**config.mk**
```make
export PLATFORM = sky130hd
export DESIGN_NAME = bcnt_unit
export DESIGN_NICKNAME = d
export VERILOG_FILES = /design/src/rtl/bcnt_pkg.sv /design/src/rtl/bcnt_steer.sv /design/src/rtl/bcnt_adder_tree.sv /design/src/rtl/bcnt_unit.sv
export SDC_FILE = /design/constraint.sdc
export NUM_CORES = 1
export LEC_CHECK = 0
export BUFFER_PORTS_ARGS = -buffer_cell sky130_fd_sc_hd__clkbuf_2
export CORE_MARGIN = 2
export CORE_UTILIZATION = 34
export DETAILED_ROUTE_END_ITERATION = 12
export HOLD_SLACK_MARGIN = 0.05
export SLEW_MARGIN = 10
export SYNTH_ARGS = -nofsm -noshare
export SYNTH_HDL_FRONTEND = slang
export SYNTH_HIERARCHICAL = 1
export SYNTH_SLANG_ARGS = --single-unit
```
**constraint.sdc**
```tcl
create_clock -name clk -period 1.3 [get_ports clk]
set_clock_uncertainty 0.2 [all_clocks]
set_input_delay 0.26 -clock clk [delete_from_list [all_inputs] [get_ports clk]]
set_output_delay 0.26 -clock clk [all_outputs]
set_load 0.005 [all_outputs]
```
**src/rtl/bcnt_pkg.sv**
```systemverilog
package bcnt_pkg;

  typedef enum logic [1:0] {
    KIND_LEAD  = 2'd0,
    KIND_TRAIL = 2'd1,
    KIND_POP   = 2'd2,
    KIND_RSVD  = 2'd3
  } kind_e;

  localparam int OP_W   = 3;
  localparam int WORD_W = 32;

  // Word flag in bit 2 of the select.
  function automatic logic op_is_word(input logic [OP_W-1:0] op);
    return op[2];
  endfunction

  function automatic kind_e op_kind(input logic [OP_W-1:0] op);
    return kind_e'(op[1:0]);
  endfunction

  // Legal when the kind is defined and word ops have a wide datapath.
  function automatic logic op_legal(input logic [OP_W-1:0] op, input logic wide);
    return (op_kind(op) != KIND_RSVD) && (!op_is_word(op) || wide);
  endfunction

endpackage

```
**src/rtl/bcnt_steer.sv**
```systemverilog
module bcnt_steer
  import bcnt_pkg::*;
#(
  parameter int XLEN = 64
) (
  input  logic [OP_W-1:0] op,
  input  logic [XLEN-1:0] src,
  output logic [XLEN-1:0] count_vec,
  output logic            legal
);

  logic [XLEN-1:0] full_rev;
  logic [XLEN-1:0] word_lead;
  logic [XLEN-1:0] word_trail;
  logic [XLEN-1:0] word_pop;
  logic [XLEN-1:0] scan;
  logic [XLEN-1:0] below_mask;

  // Per-bit steering; positions above the word are padded so the
  // trailing scan stops at 32 and the population ignores them.
  for (genvar i = 0; i < XLEN; i++) begin : g_bit
    assign full_rev[i] = src[XLEN-1-i];
    if (i < WORD_W) begin : g_low
      assign word_lead[i]  = src[WORD_W-1-i];
      assign word_trail[i] = src[i];
      assign word_pop[i]   = src[i];
    end else begin : g_high
      assign word_lead[i]  = 1'b1;
      assign word_trail[i] = 1'b1;
      assign word_pop[i]   = 1'b0;
    end
  end

  always_comb begin
    legal = op_legal(op, XLEN == 64);
    unique case (op_kind(op))
      KIND_LEAD: scan = op_is_word(op) ? word_lead : full_rev;
      default:   scan = op_is_word(op) ? word_trail : src;
    endcase
    // Ones exactly at the positions below the lowest set bit.
    below_mask = ~scan & (scan - XLEN'(1));
    if (!legal) begin
      count_vec = '0;
    end else if (op_kind(op) == KIND_POP) begin
      count_vec = op_is_word(op) ? word_pop : src;
    end else begin
      count_vec = below_mask;
    end
  end

endmodule

```
**src/rtl/bcnt_adder_tree.sv**
```systemverilog
module bcnt_adder_tree #(
  parameter int W  = 64,
  localparam int LV = $clog2(W),
  localparam int CW = LV + 1
) (
  input  logic [W-1:0]  bits,
  output logic [CW-1:0] count
);

  for (genvar l = 0; l <= LV; l++) begin : g_lvl
    localparam int N = W >> l;
    logic [CW-1:0] sum [N];
    if (l == 0) begin : g_leaf
      for (genvar j = 0; j < N; j++) begin : g_in
        assign sum[j] = CW'(bits[j]);
      end
    end else begin : g_add
      for (genvar j = 0; j < N; j++) begin : g_pair
        assign sum[j] = g_lvl[l-1].sum[2*j] + g_lvl[l-1].sum[2*j+1];
      end
    end
  end

  assign count = g_lvl[LV].sum[0];

endmodule

```
**src/rtl/bcnt_unit.sv**
```systemverilog
module bcnt_unit
  import bcnt_pkg::*;
#(
  parameter int XLEN = 64
) (
  input  logic            clk,
  input  logic            rst_n,
  input  logic            in_valid,
  input  logic [2:0]      op,
  input  logic [XLEN-1:0] src,
  output logic            out_valid,
  output logic [XLEN-1:0] result,
  output logic            illegal
);

  localparam int CW = $clog2(XLEN) + 1;

  logic [XLEN-1:0] count_vec;
  logic            op_ok;
  logic [CW-1:0]   tree_count;

  bcnt_steer #(.XLEN(XLEN)) u_steer (
    .op        (op),
    .src       (src),
    .count_vec (count_vec),
    .legal     (op_ok)
  );

  bcnt_adder_tree #(.W(XLEN)) u_tree (
    .bits  (count_vec),
    .count (tree_count)
  );

  always_ff @(posedge clk or negedge rst_n) begin
    if (!rst_n) begin
      out_valid <= 1'b0;
      result    <= '0;
      illegal   <= 1'b0;
    end else begin
      out_valid <= in_valid;
      if (in_valid) begin
        result  <= XLEN'(tree_count);
        illegal <= !op_ok;
      end
    end
  end

  // result appears exactly one cycle after the request
  a_r10_valid_follows: assert property (@(posedge clk) disable iff (!rst_n)
    in_valid |=> out_valid);
  a_r10_no_spurious: assert property (@(posedge clk) disable iff (!rst_n)
    !in_valid |=> !out_valid);
  // bits above the count field stay zero
  a_r8_upper_zero: assert property (@(posedge clk) disable iff (!rst_n)
    out_valid |-> (result >> CW) == '0);
  // an illegal op yields a zero result
  a_r9_illegal_zero: assert property (@(posedge clk) disable iff (!rst_n)
    (out_valid && illegal) |-> result == '0);
  // set top bit gives a leading count of 0
  a_r1_msb_set: assert property (@(posedge clk) disable iff (!rst_n)
    (in_valid && op == 3'b000 && src[XLEN-1]) |=> result == '0);
  // set bit 0 gives a trailing count of 0
  a_r2_lsb_set: assert property (@(posedge clk) disable iff (!rst_n)
    (in_valid && op == 3'b001 && src[0]) |=> result == '0);
  // all-zero operand gives XLEN for the leading count
  a_r3_zero_lead: assert property (@(posedge clk) disable iff (!rst_n)
    (in_valid && op == 3'b000 && src == '0) |=> result == XLEN'(XLEN));
  // word leading count on a zero low word gives 32
  a_r5_word_zero: assert property (@(posedge clk) disable iff (!rst_n)
    (XLEN == 64 && in_valid && op == 3'b100 && src[31:0] == 32'd0)
      |=> result == XLEN'(32));

endmodule

```
==> flow_summary.toml, run 1 <==
[logic_synthesis]
ys_ff_latch = 9
netlist.area_leader.share = 0.222
yosys-top-cells-count = "inv_1 (89), buf_4 (60), fa_1 (54)"
synth-edff-count = 0
synth_cells = 581
ys.flop_type = "dfrtp_1"
syn_area_per_cell_um2 = 8.38
synth_area_um2 = 4870
synth_seq_area_share = 0.0463
yosysMostFrequentCell = "inv_1"
yosys-top-cells-area = "fa_1 (22%), buf_4 (9.3%), inv_1 (6.9%)"
yosysTopAreaCell = "fa_1"
synthArstFlopShare = 1.00
ys_warn_count = 6
synth.distinct_cells = 71

[timing]
fmax_ghz = 0.124
worst_pin_slew_ns = 0.522
period_needed_ns = 8.09
fin_crit_sh = 6.22
rsz0062_at_grt = "yes"
slew_headroom = 0.649
final_hold_viol_count = 0
setup-violations-final = 7
worst_slack_ns = -6.79
hold_ws_ns = 0.173
drv_slew = 0

[clocking]
clockRootBuffer = "clkbuf_16"
cts_buffers = 3
clk_pin_slew_worst_paths_ns = 0.04
clock_sinks = 9
clk_latency_ns = 0.23
cts_tree = "done"
htree_levels = 1
clockBufferDepth = 2

[hold_path]
hold_path.startpoint = "in_valid"
min_path_type = "in -> reg"
min_path_cells = 1
hold_end = "out_valid"

[finish]
area_growth_pct = 46.0
antenna_cells = 0
drive_gt1_frac = 0.430
nets = 994
stdcell_count = 1034

[outcome]
violations = "negative setup slack"
status = "finished with violations"

[floorplan]
start_util = 0.349
core_um2 = 13900
die_area_um2 = 15300
io_pins = 136
rows = 43
die_w_um = 124
dieHeight_um = 124

[critical_path]
worstReg2RegStart = "result[0]"
endpoint_kind = "flop"
r2r_end = "result[0]"
crit_top_cell = "fa_1"
path_class = "in -> reg"
startpoint_type = "input port"
required_ns = 1.21
critPathMaxFanout = 6
cp_slowest_cell = "or4_4"
slowest_delay_ns = 0.52
r2r_cells = 1
rrSetupSlack_ns = 0.32
cp.arrival_ns = 8.00

[route]
remaining_drc_errors = 0
drt-vias-per-instance = 5.22
ant_nets = 0
vias = 5396
first_iter_violations = 413
wl_per_cell_um = 18.8
first_pass_iters = 5
drt_wl_total_mm = 19.4

[power]
p_comb_frac = 0.880
seqPwrFrac = 0.053
p_sw_frac = 0.438
clockPowerShare = 0.067
switching_power_uw = 3520
powerDensity_nw_per_um2 = 1130
p_leak_uw = 0.00370
p_int_uw = 4520
ir_drop_mv = 1.84

[place]
place_inst = 1007
port-buffer-count = 78
hpwlAfterDp_mm = 16.3
gp_congestion = 1.05

[global_route]
met3_usage = 0.0261
use_met2 = 0.428
gr-usage-met1 = 0.336
grt_max_degree = 22
grt.overflow.total = 0
grt.busiest_layer = "met2"
grt_pass1_wl_mm = 29.6
antenna_found_initial = 0
grt_pass1_vias = 5350
track_usage = 0.253

[run]
drv_cap = 0
[routing by layer]
| metal | share of wire | vias to the layer above |
|---|---|---|
| li1 | - | 2479 |
| met1 | 0.42 | 2618 |
| met2 | 0.48 | 259 |
| met3 | 0.064 | 40 |
| met4 | 0.040 | 0 |
| met5 | 0 | - |
[worst max-delay path by stage]
| stage | start | endpoint | slack (ns) | cells after the start |
|---|---|---|---|---|
| final | op[1] | result[6] | -6.79 | 29 |
| after global routing | op[1] | result[6] | -6.96 | 29 |
| after CTS | op[1] | result[6] | -6.84 | 29 |
| after detailed placement | op[0] | result[5] | -7.23 | 27 |
| after global placement | op[0] | result[5] | -7.15 | 27 |
| after floorplan | op[0] | result[6] | -6.72 | 27 |
[power by group through the flow]
| stage | Clock (uW) | Sequential, uW | Combinational (uW) |
|---|---|---|---|
| after global placement | 0 | 422 | 5990 |
| after floorplan | 0 | 427 | 4140 |
| after detailed placement | 0 | 427 | 6120 |
| final | 536 | 425 | 7080 |
| after CTS | 543 | 426 | 6430 |
| after global routing | 560 | 434 | 7860 |
[final cells by class]
cell class | instances | area (um2)
clock buffers | 4 | 78.8
fillers | 1328 | 6830
inverters | 90 | 338
multi-input cells | 453 | 4080
flip-flops and latches | 9 | 225
well taps | 180 | 225
repair buffers | 298 | 2160
[flip-flops by register name (all words and copies together), names as in the netlist]
name       count
result         7
illegal        1
out_valid      1
[cells by family after synthesis]
family,after synthesis,synth area share
buffers and inverters,175,0.191
and+or+nand+nor,148,0.177
AOI/OAI and AO/OA,129,0.211
adders and majority gates,69,0.261
muxes,48,0.109
DFF,9,0.0463
xor gates and xnor gates,2,0.00360
other,1,0.000770
[worst max-delay path, delay by kind of cell]
family / cells / cell delay, ns
fa+ha+maj: 10 / 4.38
simple gates: 4 / 1.42
compound gates: 5 / 0.99
buf+inv: 9 / 0.71
mux: 1 / 0.26
[through the flow]
stage | power (uW) | setup slack, ns | area (um2) | util | TNS (ns)
2_1_floorplan | 4570 | -6.72 | 5130 | - | -44.89
3_3_place_gp | 6420 | -7.15 | 6690 | 0.480 | -47.90
3_5_place_dp | 6550 | -7.23 | 6690 | 0.480 | -48.51
4_1_cts | 7390 | -6.84 | 6880 | 0.494 | -46.04
5_1_grt | 8850 | -6.96 | 7110 | 0.510 | -46.74
6_report | 8040 | -6.79 | 7110 | 0.510 | -45.63
[cells in the final DEF (no fill, tap or decap), drive strengths merged, types with 5 or more instances in the layout]
cell	instances
mux2	21
a22o	25
a21oi	18
nand2	35
nor2	21
or3	5
nor3b	6
conb	57
nor4	14
nor3	23
mux2i	27
o21ai	18
nor2b	5
a32o	17
dfrtp	9
and3	5
nand3	5
clkbuf	80
a211oi	5
a21o	14
ha	15
or4	10
inv	89
buf	221
fa	54
[what timing repair did]
action,in CTS,in global routing
gates cloned,0,1
setup buffers,8,14
resized for setup,14,26
setup endpoints to repair,8,7
hold buffers,1,0
endpoints found under the hold margin,9,0
pin swaps,9,21
Note: power is estimated with default switching activity, not from simulation.
==> run 2, diff against run 1 <==
ABC_AREA = 1   (was not set)
==> run 2 against run 1 <==
  * The run still ends with negative setup slack left
  * Sequential power shrank 4%
  * Design area grew 41%
  * Non-clock buffer count up 125
  * Critical endpoint is now result[4]
  * Largest cell class unchanged
  * Largest power group unchanged
  * Highest routed layer unchanged
==> flow_summary.toml, run 2 <==
[global_route]
grt_max_degree = 30
track_usage = 0.318
grt.overflow.total = 0
grt.busiest_layer = "met2"
gr-usage-met1 = 0.415
met3_usage = 0.0499
grt_pass1_vias = 8494
antenna_found_initial = 0
use_met2 = 0.496
grt_pass1_wl_mm = 47.4

[clocking]
htree_levels = 1
cts_tree = "done"
clock_sinks = 9
cts_buffers = 3
clockRootBuffer = "clkbuf_16"
clk_latency_ns = 0.24
clk_pin_slew_worst_paths_ns = 0.04
clockBufferDepth = 2

[logic_synthesis]
muxShareOfSynthArea = 0
synthAdderAreaFrac = 0.208
yosysTopAreaCell = "nand2_1"
yosys-top-cells-count = "nand2_1 (395), inv_1 (149), nor2_1 (127)"
synth_cells = 1094
ys.flop_type = "dfrtp_1"
yosys-top-cells-area = "nand2_1 (24%), fa_1 (18%), inv_1 (9.2%)"
synth.distinct_cells = 33
synth_top_family_by_area = "simple AND/OR/NAND/NOR gates"
netlist.area_leader.share = 0.243
synth-edff-count = 0
synth_area_um2 = 6110
synth_xor_xnor_area_share = 0.00430
yosysMostFrequentCell = "nand2_1"
syn_area_per_cell_um2 = 5.58
synth_compound_area_frac = 0.0596
ys_warn_count = 6
ys_ff_latch = 9
synth_seq_area_share = 0.0369
synthSimpleGateAreaFrac = 0.482
synthArstFlopShare = 1.00

[critical_path]
path_class = "in -> reg"
startpoint_type = "input port"
cp.arrival_ns = 7.14
worstReg2RegStart = "result[0]"
path_delay_family = "adder cells"
crit_end = "result[4]"
critPathMaxFanout = 8
cp_slowest_cell = "fa_2"
slowest_delay_ns = 0.59
required_ns = 1.23
worst-path-stages = 32
rrSetupSlack_ns = 0.47
r2r_end = "result[0]"
crit_start = "op[2]"
endpoint_kind = "flop"
r2r_cells = 2
path_buf_inv = 8

[finish]
top_register = "result"
final_cell_mix = "nand2_1 (328), buf_4 (306), inv_1 (143)"
area_growth_pct = 63.7
postLayoutCoreUtil = 0.562
stdcell_area_um2 = 9990
reg_top3 = "result x7, illegal x1, out_valid x1"
antenna_cells = 0
drive_gt1_frac = 0.415
mostFrequentLayoutCell = "nand2_1"
nets = 1617
largest_reg_flops = 7

[floorplan]
core_um2 = 17800
rows = 49
dieHeight_um = 138
start_util = 0.343
io_pins = 136
die_w_um = 138
die_area_um2 = 19000

[route]
vias = 8567
remaining_drc_errors = 0
wl_per_cell_um = 18.1
ant_nets = 0
first_pass_iters = 5
first_iter_violations = 1009
drt-vias-per-instance = 5.02
drt_wl_total_mm = 30.9

[timing]
drv_slew = 0
worst_slack_ns = -5.92
fin_crit_sh = 5.55
hold_ws_ns = 0.0792
period_needed_ns = 7.22
fmax_ghz = 0.139
setup-violations-final = 7
rsz0062_at_grt = "yes"
final_hold_viol_count = 0

[power]
ir_drop_mv = 3.52
switching_power_uw = 3830
powerDensity_nw_per_um2 = 779
p_leak_uw = 0.00530
clockPowerShare = 0.071
p_comb_frac = 0.876
p_sw_frac = 0.492
finalPower_uw = 7790
p_int_uw = 3960
seqPwrFrac = 0.053

[place]
place_area_um2 = 8570
gp_congestion = 1.09
port-buffer-count = 78
hpwlAfterDp_mm = 24.9

[outcome]
violations = "negative setup slack"
status = "finished with violations"

[run]
drv_cap = 0

[hold_path]
min_path_type = "in -> reg"
==> run 2: changes by cell type after synthesis, moves of 13 or more <==
cell / previous run / this run
a32o_1: 17 / 0
a21o_1: 14 / 0
nor2_1: 20 / 127
nand2_1: 35 / 395
nand4_1: 3 / 28
nand3_1: 4 / 102
inv_1: 89 / 149
a22o_1: 25 / 0
nor3_1: 19 / 6
mux2_2: 13 / 0
nor2_2: 1 / 14
mux2i_1: 27 / 0
==> run 2: logic make-up after synthesis <==
kind of cell | after synthesis
AND/OR/NAND/NOR | 693
AO/OA/AOI/OAI | 64
flip-flops | 9
buffers and inverters | 255
XOR/XNOR | 3
adder cells (fa/ha/maj) | 69
other | 1
==> run 2: how the worst min path moves through the flow <==
stage	startpoint	to	slack, ns	cells past startpoint
finish	in_valid	out_valid	0.08	1
detailed placement	rst_n	result[6]	-0.07	1
CTS	in_valid	out_valid	0.08	1
floorplan	rst_n	illegal	-0.24	0
global route	in_valid	out_valid	0.1	1
global placement	rst_n	result[5]	-0.08	1
==> run 2: power groups by stage <==
| stage | Combinational (uW) | Sequential (uW) | Clock (uW) |
|---|---|---|---|
| 5_1_grt | 7640 | 419 | 572 |
| 2_1_floorplan | 3900 | 414 | 0 |
| 6_report | 6830 | 410 | 552 |
| 3_5_place_dp | 6050 | 409 | 0 |
| 4_1_cts | 6730 | 409 | 563 |
| 3_3_place_gp | 5990 | 410 | 0 |
==> run 2: per-stage QoR <==
| stage | setup slack (ns) | std cells | setup TNS (ns) |
|---|---|---|---|
| after floorplan | -5.43 | 1150 | -36.85 |
| after global placement | -6.20 | 1639 | -42.49 |
| after detailed placement | -6.28 | 1639 | -42.90 |
| after CTS | -5.84 | 1706 | -39.67 |
| after global routing | -6.10 | 1706 | -41.38 |
| final | -5.92 | 1706 | -40.09 |
==> run 2: what timing repair did <==
item	in CTS	in global routing
cloned	5	0
hold buffers	1	0
gates resized for setup	166	48
endpoints found under the hold margin	9	0
setup buffers	57	0
pin swaps	61	22
endpoints found under the setup margin	7	7
==> run 2: layer usage <==
layer  share of wire  up-vias
met5               0        -
met4           0.073        0
met3            0.10      114
met2            0.44      493
met1            0.39     3934
li1                -     4026
==> run 2: layout make-up <==
type,count,area [um2]
well taps,229,287
repair buffers,423,3360
multi-input cells,886,5460
flip-flops and latches,9,225
inverters,155,587
fillers,1778,7780
clock buffers,4,78.8
==> run 2: worst reg2reg max path, stage by stage, from the launching register on <==
cell and delay [ns]:
dfrtp_1 0.38, nand2_1 0.07, nand2_1 0.06
==> run 3, diff against run 2 <==
SKIP_LAST_GASP = 1   (was not set)
==> run 3 against run 2 <==
  * The flow still finishes with violations (negative setup slack)
  * Die area unchanged
  * Design area about the same
  * Largest power group unchanged
  * Register-to-register slack about the same
  * Wire length about the same
  * Critical endpoint unchanged
  * Non-clock buffer count unchanged
  * Highest routed layer unchanged
  * Critical path depth up 3
  * Total power about the same
  * Worst hold slack worse by 0.00051 ns
==> flow_summary.toml, run 3 (same netlist as run 2, synthesis figures left out) <==
[route]
drt_wl_total_mm = 30.9
ant_nets = 0
drt-vias-per-instance = 5.04
wl_per_cell_um = 18.1
first_pass_iters = 6
vias = 8603
remaining_drc_errors = 0
first_iter_violations = 969

[clocking]
clockBufferDepth = 2
clockRootBuffer = "clkbuf_16"
htree_levels = 1
clk_latency_ns = 0.24
cts_buffers = 3
cts_tree = "done"
clock_sinks = 9
clk_pin_slew_worst_paths_ns = 0.04

[finish]
nets = 1617
multiInputGateArea_um2 = 5460
antenna_cells = 0
largest_reg_flops = 7
postLayoutCoreUtil = 0.562
area_growth_pct = 63.6
reg_top3 = "result x7, illegal x1, out_valid x1"
top_register = "result"
seq_area_um2 = 225
final_cell_mix = "nand2_1 (328), buf_4 (306), inv_1 (143)"
drive_gt1_frac = 0.414
fill_cells = 1778
mostFrequentLayoutCell = "nand2_1"

[global_route]
grt.overflow.total = 0
track_usage = 0.318
grt_pass1_wl_mm = 47.4
antenna_found_initial = 0
grt_pass1_vias = 8492
grt_max_degree = 30

[place]
gp_congestion = 1.09
port-buffer-count = 78
hpwlAfterDp_mm = 24.9

[critical_path]
cp.arrival_ns = 7.14
critPathMaxFanout = 5
path_class = "in -> reg"
path_buf_inv = 11
slowest_delay_ns = 0.58
worstReg2RegStart = "result[0]"
rrSetupSlack_ns = 0.47
r2r_cells = 2
endpoint_kind = "flop"
crit_top_cell = "fa_1"
startpoint_type = "input port"
cp_slowest_cell = "fa_2"
path_delay_family = "adder cells"
r2r_end = "result[0]"
required_ns = 1.23

[timing]
period_needed_ns = 7.22
hold_ws_ns = 0.0787
worst_slack_ns = -5.92
drv_slew = 0
fin_crit_sh = 5.55
fmax_ghz = 0.139
rsz0062_at_grt = "yes"
setup-violations-final = 7
final_hold_viol_count = 0

[power]
p_leak_uw = 0.00530
powerDensity_nw_per_um2 = 780
ir_drop_mv = 3.51
finalPower_uw = 7800

[floorplan]
start_util = 0.343
die_area_um2 = 19000
rows = 49
dieHeight_um = 138
die_w_um = 138
io_pins = 136
core_um2 = 17800

[run]
drv_cap = 0

[hold_path]
min_path_type = "in -> reg"
hold_end = "out_valid"
hold_path.startpoint = "in_valid"
min_path_cells = 1

[outcome]
violations = "negative setup slack"
status = "finished with violations"
-- run 3: report_power, final --
part,internal (uW),switching (uW)
sequential,372,38.4
combinational,3170,3660
clock,410,141
-- run 3: layout make-up --
| type | instances | share of cell area |
|---|---|---|
| Timing Repair Buffer | 423 | 0.336 |
| Tap cell | 229 | 0.0287 |
| Inverter | 155 | 0.0587 |
| Sequential cell | 9 | 0.0225 |
| Clock buffer | 4 | 0.00789 |
| Multi-Input combinational cell | 886 | 0.546 |
-- run 3: through the flow --
stage	std cells	setup TNS, ns	worst slack (ns)	area (um2)
5_1_grt	1706	-41.38	-6.10	9990
4_1_cts	1706	-39.67	-5.84	9840
2_1_floorplan	1150	-36.85	-5.43	6380
3_5_place_dp	1639	-42.90	-6.28	8570
6_report	1706	-40.06	-5.92	9990
3_3_place_gp	1639	-42.49	-6.20	8570
-- run 3: routing by layer --
metal  routed length, um  track usage  up-vias
li1                    -            -     4028
met3                3110       0.0499      126
met1               12100        0.415     3947
met5                   0            0        -
met4                2300        0.192        0
met2               13500        0.496      502
-- run 3: worst max path at each step --
stage               start   endpoint  slack (ns)  depth (start not counted)
floorplan           op[1]  result[4]       -5.43                         33
global placement    op[2]  result[4]       -6.20                         32
detailed placement  op[2]  result[4]       -6.28                         32
CTS                 op[0]  result[4]       -5.84                         35
global route        op[2]  result[4]       -6.10                         35
finish              op[0]  result[4]       -5.92                         35
-- run 3: timing repair --
action | 4_1_cts | 5_1_grt
hold buffers | 1 | 0
setup buffers | 57 | 0
pin swaps | 61 | 22
gates resized for setup | 166 | 47
hold endpoints to repair | 9 | 0
endpoints found under the setup margin | 7 | 7
gates cloned | 5 | 0
